[src/rtl/keymat_pkg.sv]
package keymat_pkg;

  localparam int unsigned KM_LINES = 4;

  typedef enum logic [1:0] {
    ST_SCAN,
    ST_CONFIRM,
    ST_HELD
  } km_state_e;

  // Key code from row index (0 = top) and column index (0 = left).
  function automatic logic [3:0] km_code(input logic [1:0] r, input logic [1:0] c);
    logic [3:0] rw;
    logic [3:0] cw;
    rw = {2'b00, r};
    cw = {2'b00, c};
    if (c == 2'd3) begin
      km_code = 4'hA + rw;
    end else if (r != 2'd3) begin
      km_code = rw * 4'd3 + cw + 4'd1;
    end else begin
      case (c)
        2'd0:    km_code = 4'hE;
        2'd1:    km_code = 4'h0;
        default: km_code = 4'hF;
      endcase
    end
  endfunction

endpackage

[src/rtl/keymat_tick.sv]
module keymat_tick #(
  parameter int unsigned DIV = 4
) (
  input  logic clk,
  input  logic rst,
  output logic tick_o
);
  localparam int unsigned CW = (DIV > 1) ? $clog2(DIV) : 1;

  logic [CW-1:0] cnt;

  always_ff @(posedge clk) begin
    if (rst) begin
      cnt    <= '0;
      tick_o <= 1'b0;
    end else if (cnt == CW'(DIV - 1)) begin
      cnt    <= '0;
      tick_o <= 1'b1;
    end else begin
      cnt    <= cnt + 1'b1;
      tick_o <= 1'b0;
    end
  end

  // with a divider of two or more, ticks never come back to back
  p_tick_gap_r3: assert property (@(posedge clk) disable iff (rst)
    tick_o |=> !tick_o);

endmodule

[src/rtl/keymat_sync.sv]
module keymat_sync #(
  parameter int unsigned WIDTH  = 4,
  parameter int unsigned STAGES = 2
) (
  input  logic             clk,
  input  logic             rst,
  input  logic [WIDTH-1:0] d_i,
  output logic [WIDTH-1:0] q_o
);
  logic [WIDTH-1:0] stg [STAGES];

  generate
    for (genvar s = 0; s < STAGES; s++) begin : g_stage
      if (s == 0) begin : g_first
        always_ff @(posedge clk) begin
          if (rst) stg[0] <= '0;
          else     stg[0] <= d_i;
        end
      end else begin : g_next
        always_ff @(posedge clk) begin
          if (rst) stg[s] <= '0;
          else     stg[s] <= stg[s-1];
        end
      end
    end
  endgenerate

  assign q_o = stg[STAGES-1];

endmodule

[src/rtl/keymat_ctrl.sv]
module keymat_ctrl
  import keymat_pkg::*;
#(
  parameter int unsigned DWELL_TICKS = 2,
  parameter int unsigned HOLD_TICKS  = 8
) (
  input  logic                clk,
  input  logic                rst,
  input  logic                tick_i,
  input  logic [KM_LINES-1:0] rows_i,
  output logic [KM_LINES-1:0] col_oh_o,
  output logic [1:0]          col_idx_o,
  output logic [KM_LINES-1:0] snap_o,
  output logic                report_o
);
  localparam int unsigned DW = (DWELL_TICKS > 1) ? $clog2(DWELL_TICKS) : 1;
  localparam int unsigned HW = (HOLD_TICKS > 1) ? $clog2(HOLD_TICKS) : 1;

  km_state_e     st;
  logic [DW-1:0] dwell;
  logic [HW-1:0] hcnt;
  logic          dwell_done;
  logic          hold_done;
  logic          rows_idle;

  assign dwell_done = (dwell == DW'(DWELL_TICKS - 1));
  assign hold_done  = (hcnt == HW'(HOLD_TICKS - 1));
  assign rows_idle  = (rows_i == '0);

  always_ff @(posedge clk) begin
    if (rst) begin
      st        <= ST_SCAN;
      dwell     <= '0;
      hcnt      <= '0;
      col_oh_o  <= 4'b0001;
      col_idx_o <= 2'd0;
      snap_o    <= '0;
      report_o  <= 1'b0;
    end else begin
      report_o <= 1'b0;
      if (tick_i) begin
        case (st)
          ST_SCAN: begin
            if (!rows_idle) begin
              snap_o <= rows_i;
              hcnt   <= HW'(1);
              st     <= ST_CONFIRM;
            end else if (dwell_done) begin
              dwell     <= '0;
              col_oh_o  <= {col_oh_o[2:0], col_oh_o[3]};
              col_idx_o <= col_idx_o + 2'd1;
            end else begin
              dwell <= dwell + 1'b1;
            end
          end
          ST_CONFIRM: begin
            if (rows_i == snap_o) begin
              if (hold_done) begin
                report_o <= 1'b1;
                hcnt     <= '0;
                st       <= ST_HELD;
              end else begin
                hcnt <= hcnt + 1'b1;
              end
            end else begin
              dwell <= '0;
              st    <= ST_SCAN;
            end
          end
          ST_HELD: begin
            if (rows_idle) begin
              if (hold_done) begin
                hcnt  <= '0;
                dwell <= '0;
                st    <= ST_SCAN;
              end else begin
                hcnt <= hcnt + 1'b1;
              end
            end else begin
              hcnt <= '0;
            end
          end
          default: st <= ST_SCAN;
        endcase
      end
    end
  end

  // exactly one column driven
  p_col_onehot_r1: assert property (@(posedge clk) disable iff (rst)
    $countones(col_oh_o) == 1);

  // column only moves after a tick
  p_col_on_tick_r3: assert property (@(posedge clk) disable iff (rst)
    !tick_i |=> $stable(col_oh_o));

  // a column change is always a step to the next column
  p_col_rotate_r2: assert property (@(posedge clk) disable iff (rst)
    (col_oh_o != $past(col_oh_o)) |-> (col_oh_o == $past({col_oh_o[2:0], col_oh_o[3]})));

  // column parked while a key is held
  p_held_parks_r8: assert property (@(posedge clk) disable iff (rst)
    (st == ST_HELD) |=> $stable(col_oh_o));

  // a report follows only a confirmation phase
  p_report_confirmed_r4: assert property (@(posedge clk) disable iff (rst)
    report_o |-> ($past(st) == ST_CONFIRM));

endmodule

[src/rtl/keymat_encode.sv]
module keymat_encode
  import keymat_pkg::*;
(
  input  logic                clk,
  input  logic                rst,
  input  logic                report_i,
  input  logic [KM_LINES-1:0] snap_i,
  input  logic [1:0]          col_idx_i,
  output logic [3:0]          code_o,
  output logic                valid_o
);
  logic [1:0] ridx;

  always_comb begin
    ridx = 2'd0;
    for (int i = KM_LINES - 1; i >= 0; i--) begin
      if (snap_i[i]) ridx = 2'(i);
    end
  end

  always_ff @(posedge clk) begin
    if (rst) begin
      code_o  <= 4'h0;
      valid_o <= 1'b0;
    end else begin
      valid_o <= report_i;
      if (report_i) code_o <= km_code(ridx, col_idx_i);
    end
  end

  // one-cycle valid pulse
  p_valid_single_r7: assert property (@(posedge clk) disable iff (rst)
    valid_o |=> !valid_o);

  // code only changes together with a valid pulse
  p_code_hold_r7: assert property (@(posedge clk) disable iff (rst)
    !valid_o |-> $stable(code_o));

endmodule

[src/rtl/keymat_scanner.sv]
module keymat_scanner
  import keymat_pkg::*;
#(
  parameter int unsigned TICK_DIV    = 50000,
  parameter int unsigned DWELL_TICKS = 2,
  parameter int unsigned HOLD_TICKS  = 10,
  parameter int unsigned SYNC_STAGES = 2
) (
  input  logic       clk,
  input  logic       rst,
  input  logic [3:0] row_i,
  output logic [3:0] col_o,
  output logic [3:0] key_code_o,
  output logic       key_valid_o
);
  // TICK_DIV must exceed SYNC_STAGES so the rows of a new column settle
  // before the next tick samples them; HOLD_TICKS must be at least 2.
  logic                tick;
  logic [KM_LINES-1:0] rows_s;
  logic [1:0]          col_idx;
  logic [KM_LINES-1:0] snap;
  logic                report;

  keymat_tick #(.DIV(TICK_DIV)) u_tick (
    .clk    (clk),
    .rst    (rst),
    .tick_o (tick)
  );

  keymat_sync #(.WIDTH(KM_LINES), .STAGES(SYNC_STAGES)) u_sync (
    .clk (clk),
    .rst (rst),
    .d_i (row_i),
    .q_o (rows_s)
  );

  keymat_ctrl #(.DWELL_TICKS(DWELL_TICKS), .HOLD_TICKS(HOLD_TICKS)) u_ctrl (
    .clk       (clk),
    .rst       (rst),
    .tick_i    (tick),
    .rows_i    (rows_s),
    .col_oh_o  (col_o),
    .col_idx_o (col_idx),
    .snap_o    (snap),
    .report_o  (report)
  );

  keymat_encode u_enc (
    .clk       (clk),
    .rst       (rst),
    .report_i  (report),
    .snap_i    (snap),
    .col_idx_i (col_idx),
    .code_o    (key_code_o),
    .valid_o   (key_valid_o)
  );

endmodule

[config.mk]
export PLATFORM = sky130hd
export DESIGN_NAME = keymat_scanner
export DESIGN_NICKNAME = d
export VERILOG_FILES = /design/src/rtl/keymat_pkg.sv /design/src/rtl/keymat_tick.sv /design/src/rtl/keymat_sync.sv /design/src/rtl/keymat_ctrl.sv /design/src/rtl/keymat_encode.sv /design/src/rtl/keymat_scanner.sv
export SDC_FILE = /design/constraint.sdc
export NUM_CORES = 1
export LEC_CHECK = 0
export ABC_AREA = 1
export BUFFER_PORTS_ARGS = -buffer_cell sky130_fd_sc_hd__buf_2
export CAP_MARGIN = 20
export CORE_MARGIN = 2
export CORE_UTILIZATION = 30
export CTS_CLUSTER_DIAMETER = 150
export DETAILED_ROUTE_END_ITERATION = 7
export GPL_ROUTABILITY_DRIVEN = 0
export HOLD_SLACK_MARGIN = 0.05
export PLACE_DENSITY_LB_ADDON = 0.05
export SLEW_MARGIN = 20
export SYNTH_ARGS = -nofsm -noshare
export SYNTH_HDL_FRONTEND = slang
export SYNTH_SLANG_ARGS = --single-unit
export TNS_END_PERCENT = 20
[constraint.sdc]
create_clock -name clk -period 4.94 [get_ports clk]
set_input_delay 0.988 -clock clk [delete_from_list [all_inputs] [get_ports clk]]
set_output_delay 0.988 -clock clk [all_outputs]
set_load 0.02 [all_outputs]
==> Yosys cells after proc, flatten, opt, wreduce, memory -nomap -nowiden <==
Memories as Yosys holds them, arrays and structs flattened.
Index checks and enable logic that the tools add are counted.
{ "word_totals": {"latchBits": 0, "output_inout_bits": 9, "ff_bits": 40, "ramBits": 8, "rom_bits": 0, "mem_count": 1, "inputBits": 6} }
{ "memory_table": {"columns": ["memory", "depth", "word_bits", "rd", "rd_ports_with_merged_regs", "write_ports", "line", "source"], "rows": [
  ["u_sync.stg", 2, 4, 2, 0, 2, "keymat_sync.sv:10", "logic [WIDTH-1:0] stg [STAGES];"]
]} }
{ "classes": {"n_lt_le_gt_ge": 0, "bitwise_logic": 6, "mux": 31, "n_reduce_logical": 11, "n_div": 0, "n_eq_ne": 15, "mul": 1, "n_shift": 0, "n_addsub": 7} }
{ "op_table": {"columns": ["operator", "count"], "rows": [
  ["2-to-1 mux 4 bit", 8],
  ["2-to-1 mux 2 bit", 9],
  ["adder 16 x 1 -> 16 bit, second input constant", 1],
  ["equality test 16 bit, second input constant", 1],
  ["one-hot mux 4 bit (3 select lines)", 1],
  ["2-to-1 mux 1 bit", 10],
  ["adder 4 x 1 -> 4 bit, second input constant", 2],
  ["inequality test 2 x 1 -> 1 bit, second input constant", 4],
  ["one-hot mux 4 bit (2 select lines)", 1],
  ["AND reduction 4 bit", 2],
  ["inequality test 2 bit, second input constant", 3],
  ["one-hot mux 2 bit (3 select lines)", 1],
  ["AND reduction 6 bit", 1],
  ["AND reduction 5 bit", 1],
  ["adder 4 x 2 -> 4 bit", 1],
  ["adder 4 x 2 -> 4 bit, first input constant", 1],
  ["equality test 2 x 1 -> 1 bit, second input constant", 2],
  ["equality test 2 bit, second input constant", 2],
  ["equality test 4 bit", 1],
  ["equality test 4 bit, second input constant", 1],
  ["zero test 2 bit", 2],
  ["zero test 4 bit", 1],
  ["multiplier 2 x 2 -> 4 bit, second input constant", 1],
  ["NOT 1 bit", 4],
  ["other kinds (9)", 10]
]} }

==> Depth between registers and ports, before layout <==
{ "depth": {"ltp_word": 9, "mapped_depth": 10} }

==> By module <==
From an unflattened synthesis, not the netlist that was laid out.
{ "unflattened": {"hier_cells": 381, "area_unflattened_um2": 2603.7} }
{ "by_module_without_submodules": {"columns": ["module", "cells_per_inst", "area_per_inst_um2", "n_inst"], "rows": [
  ["keymat_ctrl", 156, 1047.3, 1],
  ["keymat_tick", 133, 889.6, 1],
  ["keymat_encode", 67, 435.4, 1],
  ["keymat_sync", 25, 231.5, 1]
]} }

==> Worst setup path before layout <==
No wires, ideal clock.
{ "synth_timing": {"path_type": "register to register", "start": "reg u_ctrl.snap_o[1]", "end": "reg u_enc.code_o[3]", "setup_ps": 119, "slack_ps": 3230, "stages_incl_launch_ff": 10, "period_less_slack_ps": 1710, "t_required_ps": 4821, "arrival_time_ps": 1591, "path_cell_list": "dfxtp_1 inv_1 a21oi_1 ha_1 or2_2 ha_1 a21oi_1 nand2_1 a21oi_1 a21oi_1"} }
{ "synth_via": {"elab_chain_len": 7} }
{ "synth_rtl": {"columns": ["element", "line", "source"], "rows": [
  ["from (decl)", "keymat_ctrl.sv:13", "output logic [KM_LINES-1:0] snap_o,"],
  ["from (signal assigned)", "keymat_ctrl.sv:45", "snap_o <= rows_i;"],
  ["2-to-1 mux 2 bit (*) (2 in series)", "keymat_encode.sv:17", "if (snap_i[i]) ridx = 2'(i);"],
  ["multiplier 2 x 2 -> 4 bit", "keymat_pkg.sv:20", "km_code = rw * 4'd3 + cw + 4'd1;"],
  ["adder 4 x 2 -> 4 bit", "keymat_pkg.sv:20", null],
  ["adder 4 x 1 -> 4 bit", "keymat_pkg.sv:20", null],
  ["2-to-1 mux 4 bit", "keymat_pkg.sv:19", "end else if (r != 2'd3) begin"],
  ["2-to-1 mux 4 bit (*)", "keymat_pkg.sv:17", "if (c == 2'd3) begin"],
  ["to (signal assigned)", "keymat_encode.sv:27", "if (report_i) code_o <= km_code(ridx, col_idx_i);"],
  ["to (decl)", "keymat_encode.sv:9", "output logic [3:0] code_o,"]
]} }
Mark *: on every way between the ends. The rest lies on a longest branch, timed or not.
A chain may end at the register's enable or synchronous reset.

==> Worst setup path in the final report <==
{ "layout_timing": {"start": "in rst", "end": "reg u_tick.cnt[6]"} }
{ "layout_via": {"elab_chain_len": 1} }
{ "layout_rtl": {"columns": ["element", "line", "source"], "rows": [
  ["from (decl)", "keymat_scanner.sv:10", "input logic rst,"],
  ["OR reduction 2 bit (no line)", null, null],
  ["to (signal assigned)", "keymat_tick.sv:20", "cnt <= cnt + 1'b1;"],
  ["to (decl)", "keymat_tick.sv:10", "logic [CW-1:0] cnt;"]
]} }
Every way passes these cells.

==> impl_results.rst <==
.. list-table::
   :header-rows: 1

   * - Metric
     - Value
   * - Outcome
     - complete, no violations
   * - Area grow syn2layout
     - 11.64%
   * - Placeable Area
     - 7687 um^2
   * - Max FO, Critical Path
     - 19
   * - Data arrival, critical path
     - 2460 ps
   * - Deepest level of the CTS H-tree
     - 2
   * - Setup-violating endpoint count in the final report
     - 0
   * - Fraction of layout instances using a drive strength above 1
     - 9.296%
   * - Number of design rule violations left after detail routing
     - 0
   * - ANT cells
     - 0
   * - Post-synthesis net count
     - 358
   * - Fraction of synthesis flops using an asynchronous set or reset pin
     - 0%
   * - Highest ir drop seen on vdd
     - 125.1 uV
   * - WL final
     - 4873 um
   * - Standard-cell row count
     - 32
   * - Cell count after synthesis
     - 336
   * - Number of cells upsized or downsized after cts
     - 0
   * - Width of the chip
     - 93.00 um
   * - Top Family by Delay on Critical Path
     - simple AND/OR/NAND/NOR gates
   * - Ordered cell list for the critical path
     - buf_2 -> clkinv_1 -> nand2_1 -> nor2_1
   * - Shortest period the worst path allows
     - 2287 ps
   * - Count of buffer and inverter cells on the critical path
     - 2
   * - Post-placement worst setup slack
     - 2241 ps
   * - Most heavily used metal layer in global routing
     - met2
   * - Pin count of the biggest net entering global routing
     - 20
   * - Fin crit share
     - 46.29%
   * - Slowest stage cell on the critical path
     - nand2_1
   * - Power per Cell Area
     - 250.5 nW/um^2
   * - Synth top area share
     - 40.44%
   * - Largest cells by area after synthesis
     - dfxtp_1, nand2_1, inv_1
   * - Kind of end point of the critical path
     - flop
   * - Seq cells post-synth
     - 48
   * - Top cell types by occurrence after synthesis
     - nand2_1, inv_1, dfxtp_1, nor2_1, a21oi_1
   * - Final max-slew violation count
     - 0
   * - Final hold violations
     - 0
   * - Largest area contributor in the netlist
     - dfxtp_1
   * - Final setup slack of the worst path
     - 2653 ps
   * - Skew final
     - 9.945 ps
   * - Clock slew at reported path FFs
     - 100 ps
   * - Initial antenna violation count
     - 0
   * - Path category of the worst min-delay check
     - reg2reg
   * - Worst-margin pin slew
     - 578.0 ps
   * - Number of different library cells in the post-synthesis netlist
     - 26
   * - Starting DRT DRC Count
     - 72
   * - Routed len/inst
     - 10.66 um
   * - Via count
     - 1958
   * - Average size of a mapped cell
     - 7.072 um^2
   * - Most repeated cell in the gate-level netlist after synthesis
     - nand2_1
   * - Number of sinks on the clock net
     - 48
   * - Fin util
     - 34.51%
   * - Routing usage on met2
     - 20.17%
   * - Via-to-Cell Ratio
     - 4.284
   * - Max incr delay on CP
     - 650 ps
   * - Overflow left after global routing
     - 0
   * - Critical path required time
     - 5110 ps
   * - # nets final
     - 376
   * - Startpoint types
     - primary input
   * - Fraction of the yosys area taken by sequential cells
     - 40.44%
   * - Number of routed nets with antenna violations
     - 0
   * - Achievable frequency
     - 0.4373 GHz
   * - Buffer cell driving the clock tree root
     - clkbuf_8
   * - Fillcell total
     - 870
   * - Number of enable flip-flop cells after synthesis
     - 0
   * - Type of the worst setup path
     - in2reg
   * - Dominant synthesized flop cell
     - dfxtp_1
   * - Slew headroom
     - 61.37%
   * - Unrepaired setup endpoints after global routing
     - no
   * - First-pass GRT wire length
     - 8542 um
   * - Initial core utilization
     - 30.91%
   * - Via count of the first global-routing pass
     - 1910
   * - Met3 Resource Use GR
     - 2.417%
   * - Number of buffers inserted during clock tree synthesis
     - 5
   * - CTS Hold Bufs
     - 0
   * - Latest clock arrival within the worst-skew pair
     - 300 ps
   * - Final TNS setup
     - 0 ps
   * - Met1 capacity usage during global routing
     - 16.32%
   * - Overall track demand over capacity in global routing
     - 12.22%
   * - Area after DPL
     - 2559 um^2
   * - Total half-perimeter wirelength after legalization and detailed placement
     - 3704 um
   * - Total setup buffers inserted after CTS
     - 0
   * - CTS tree
     - built
   * - Detailed-router iteration count before antenna repair
     - 4
   * - Yosys warning total
     - 0
   * - MaxCap Viol Count
     - 0
   * - Area of the die
     - 8648 um^2
   * - I/O pin cnt
     - 15
   * - I/O Buffers
     - 14
   * - Post-Layout Inst Area
     - 2653 um^2
   * - Total leakage power
     - 1.178 nW
   * - Netlist area before placement
     - 2376 um^2
   * - Max Buffers Root-to-Sink
     - 2
   * - Vertical die dimension
     - 93.00 um
[cell usage in the layout (no fill, tap or decap), drive strengths merged]
cell type,Yosys,layout
dfxtp,48,48
o21ai,17,17
a31oi,1,1
nand3b,1,1
inv,52,54
nor3,4,4
or2,5,5
o211ai,1,1
clkinvlp,0,1
xor2,4,4
nor2,49,49
clkbuf,2,5
nand4,8,8
nand2,75,75
clkinv,1,1
buf,1,14
nand3,22,22
fa,1,1
ha,15,15
a21oi,27,27
nor4,2,2
[sequential cells by signal (all words and copies together) (netlist names)]
name / cells
u_sync.stg: 8
u_ctrl.st: 2
u_ctrl.dwell: 1
u_ctrl.snap_o: 4
u_tick.cnt: 16
u_ctrl.report_o: 1
u_tick.tick_o: 1
u_ctrl.hcnt: 4
u_enc.code_o: 4
u_ctrl.col_idx_o: 2
u_ctrl.col_oh_o: 4
u_enc.valid_o: 1
[worst register-to-register path: stages, from the launching register on]
cell and delay [ps]:
dfxtp_1 330, inv_1 120, nand2_1 90, a21oi_1 220, ha_1 240, fa_1 410
inv_1 70, nor2_1 40, o21ai_0 210, a21oi_1 90
[through the flow]
step / hold WS [ps] / instances / power [mW]
4_1_cts: 415.1 / 457 / 0.6788
6_report: 413.1 / 457 / 0.6645
2_1_floorplan: 388.3 / 336 / 0.4200
3_3_place_gp: 393.3 / 449 / 0.4268
3_5_place_dp: 399.6 / 449 / 0.4269
5_1_grt: 433.3 / 457 / 0.6979
[cells by family (layout without fill, tap and decap cells)]
kind of cell             Yosys count  in the layout  share of synthesized area [%]
buffers and inverters             56             75                          9.005
AND/OR/NAND/NOR                  166            166                          30.49
adder cells (fa/ha/maj)           16             16                          8.741
XOR/XNOR                           4              4                          1.474
flip-flops                        48             48                          40.44
AO/OA/AOI/OAI                     46             46                          9.848
[power by group]
| group | internal [mW] | total, mW | leakage [nW] | switching, mW |
|---|---|---|---|---|
| logic | 0.00705 | 0.0226 | 0.744 | 0.0155 |
| clock network | 0.103 | 0.247 | 0.0452 | 0.144 |
| registers | 0.392 | 0.395 | 0.389 | 0.00302 |
| total | 0.502 | 0.664 | 1.18 | 0.162 |
[cell type report]
type                       count  area [um^2]  area share [%]
multi-input combinational    232         1201           45.28
sequential                    48        960.9           36.23
inverter                      53        198.9           7.500
tap                          102        127.6           4.811
timing repair buffer          14        70.07           2.642
clock buffer                   5        68.82           2.594
clock inverter                 3        25.02          0.9434
[final timing paths]
kind / start / endpoint / slack (ps) / cells after the start
worst max-delay path: rst / u_tick.cnt[6]$_SDFF_PP0_ / 2650 / 4
worst min-delay path: u_sync.stg[0][0]$_SDFF_PP0_ / u_sync.stg[1][0]$_SDFF_PP0_ / 410 / 2
worst max register to register: u_ctrl.snap_o[2]$_SDFFE_PP0P_ / u_enc.code_o[1]$_SDFFE_PP0P_ / 3010 / 9
worst min register to register: u_sync.stg[0][0]$_SDFF_PP0_ / u_sync.stg[1][0]$_SDFF_PP0_ / 410 / 2
[per-layer routing]
| layer | wire [um] | part of all wire (%) | vias to the layer above |
|---|---|---|---|
| met4 | 44 | 0.90 | 0 |
| met2 | 2207 | 45 | 14 |
| met5 | 0 | 0 | - |
| met1 | 2528 | 52 | 842 |
| li1 | - | - | 1098 |
| met3 | 94 | 1.9 | 4 |
Note: power is estimated with default switching activity, not from simulation.
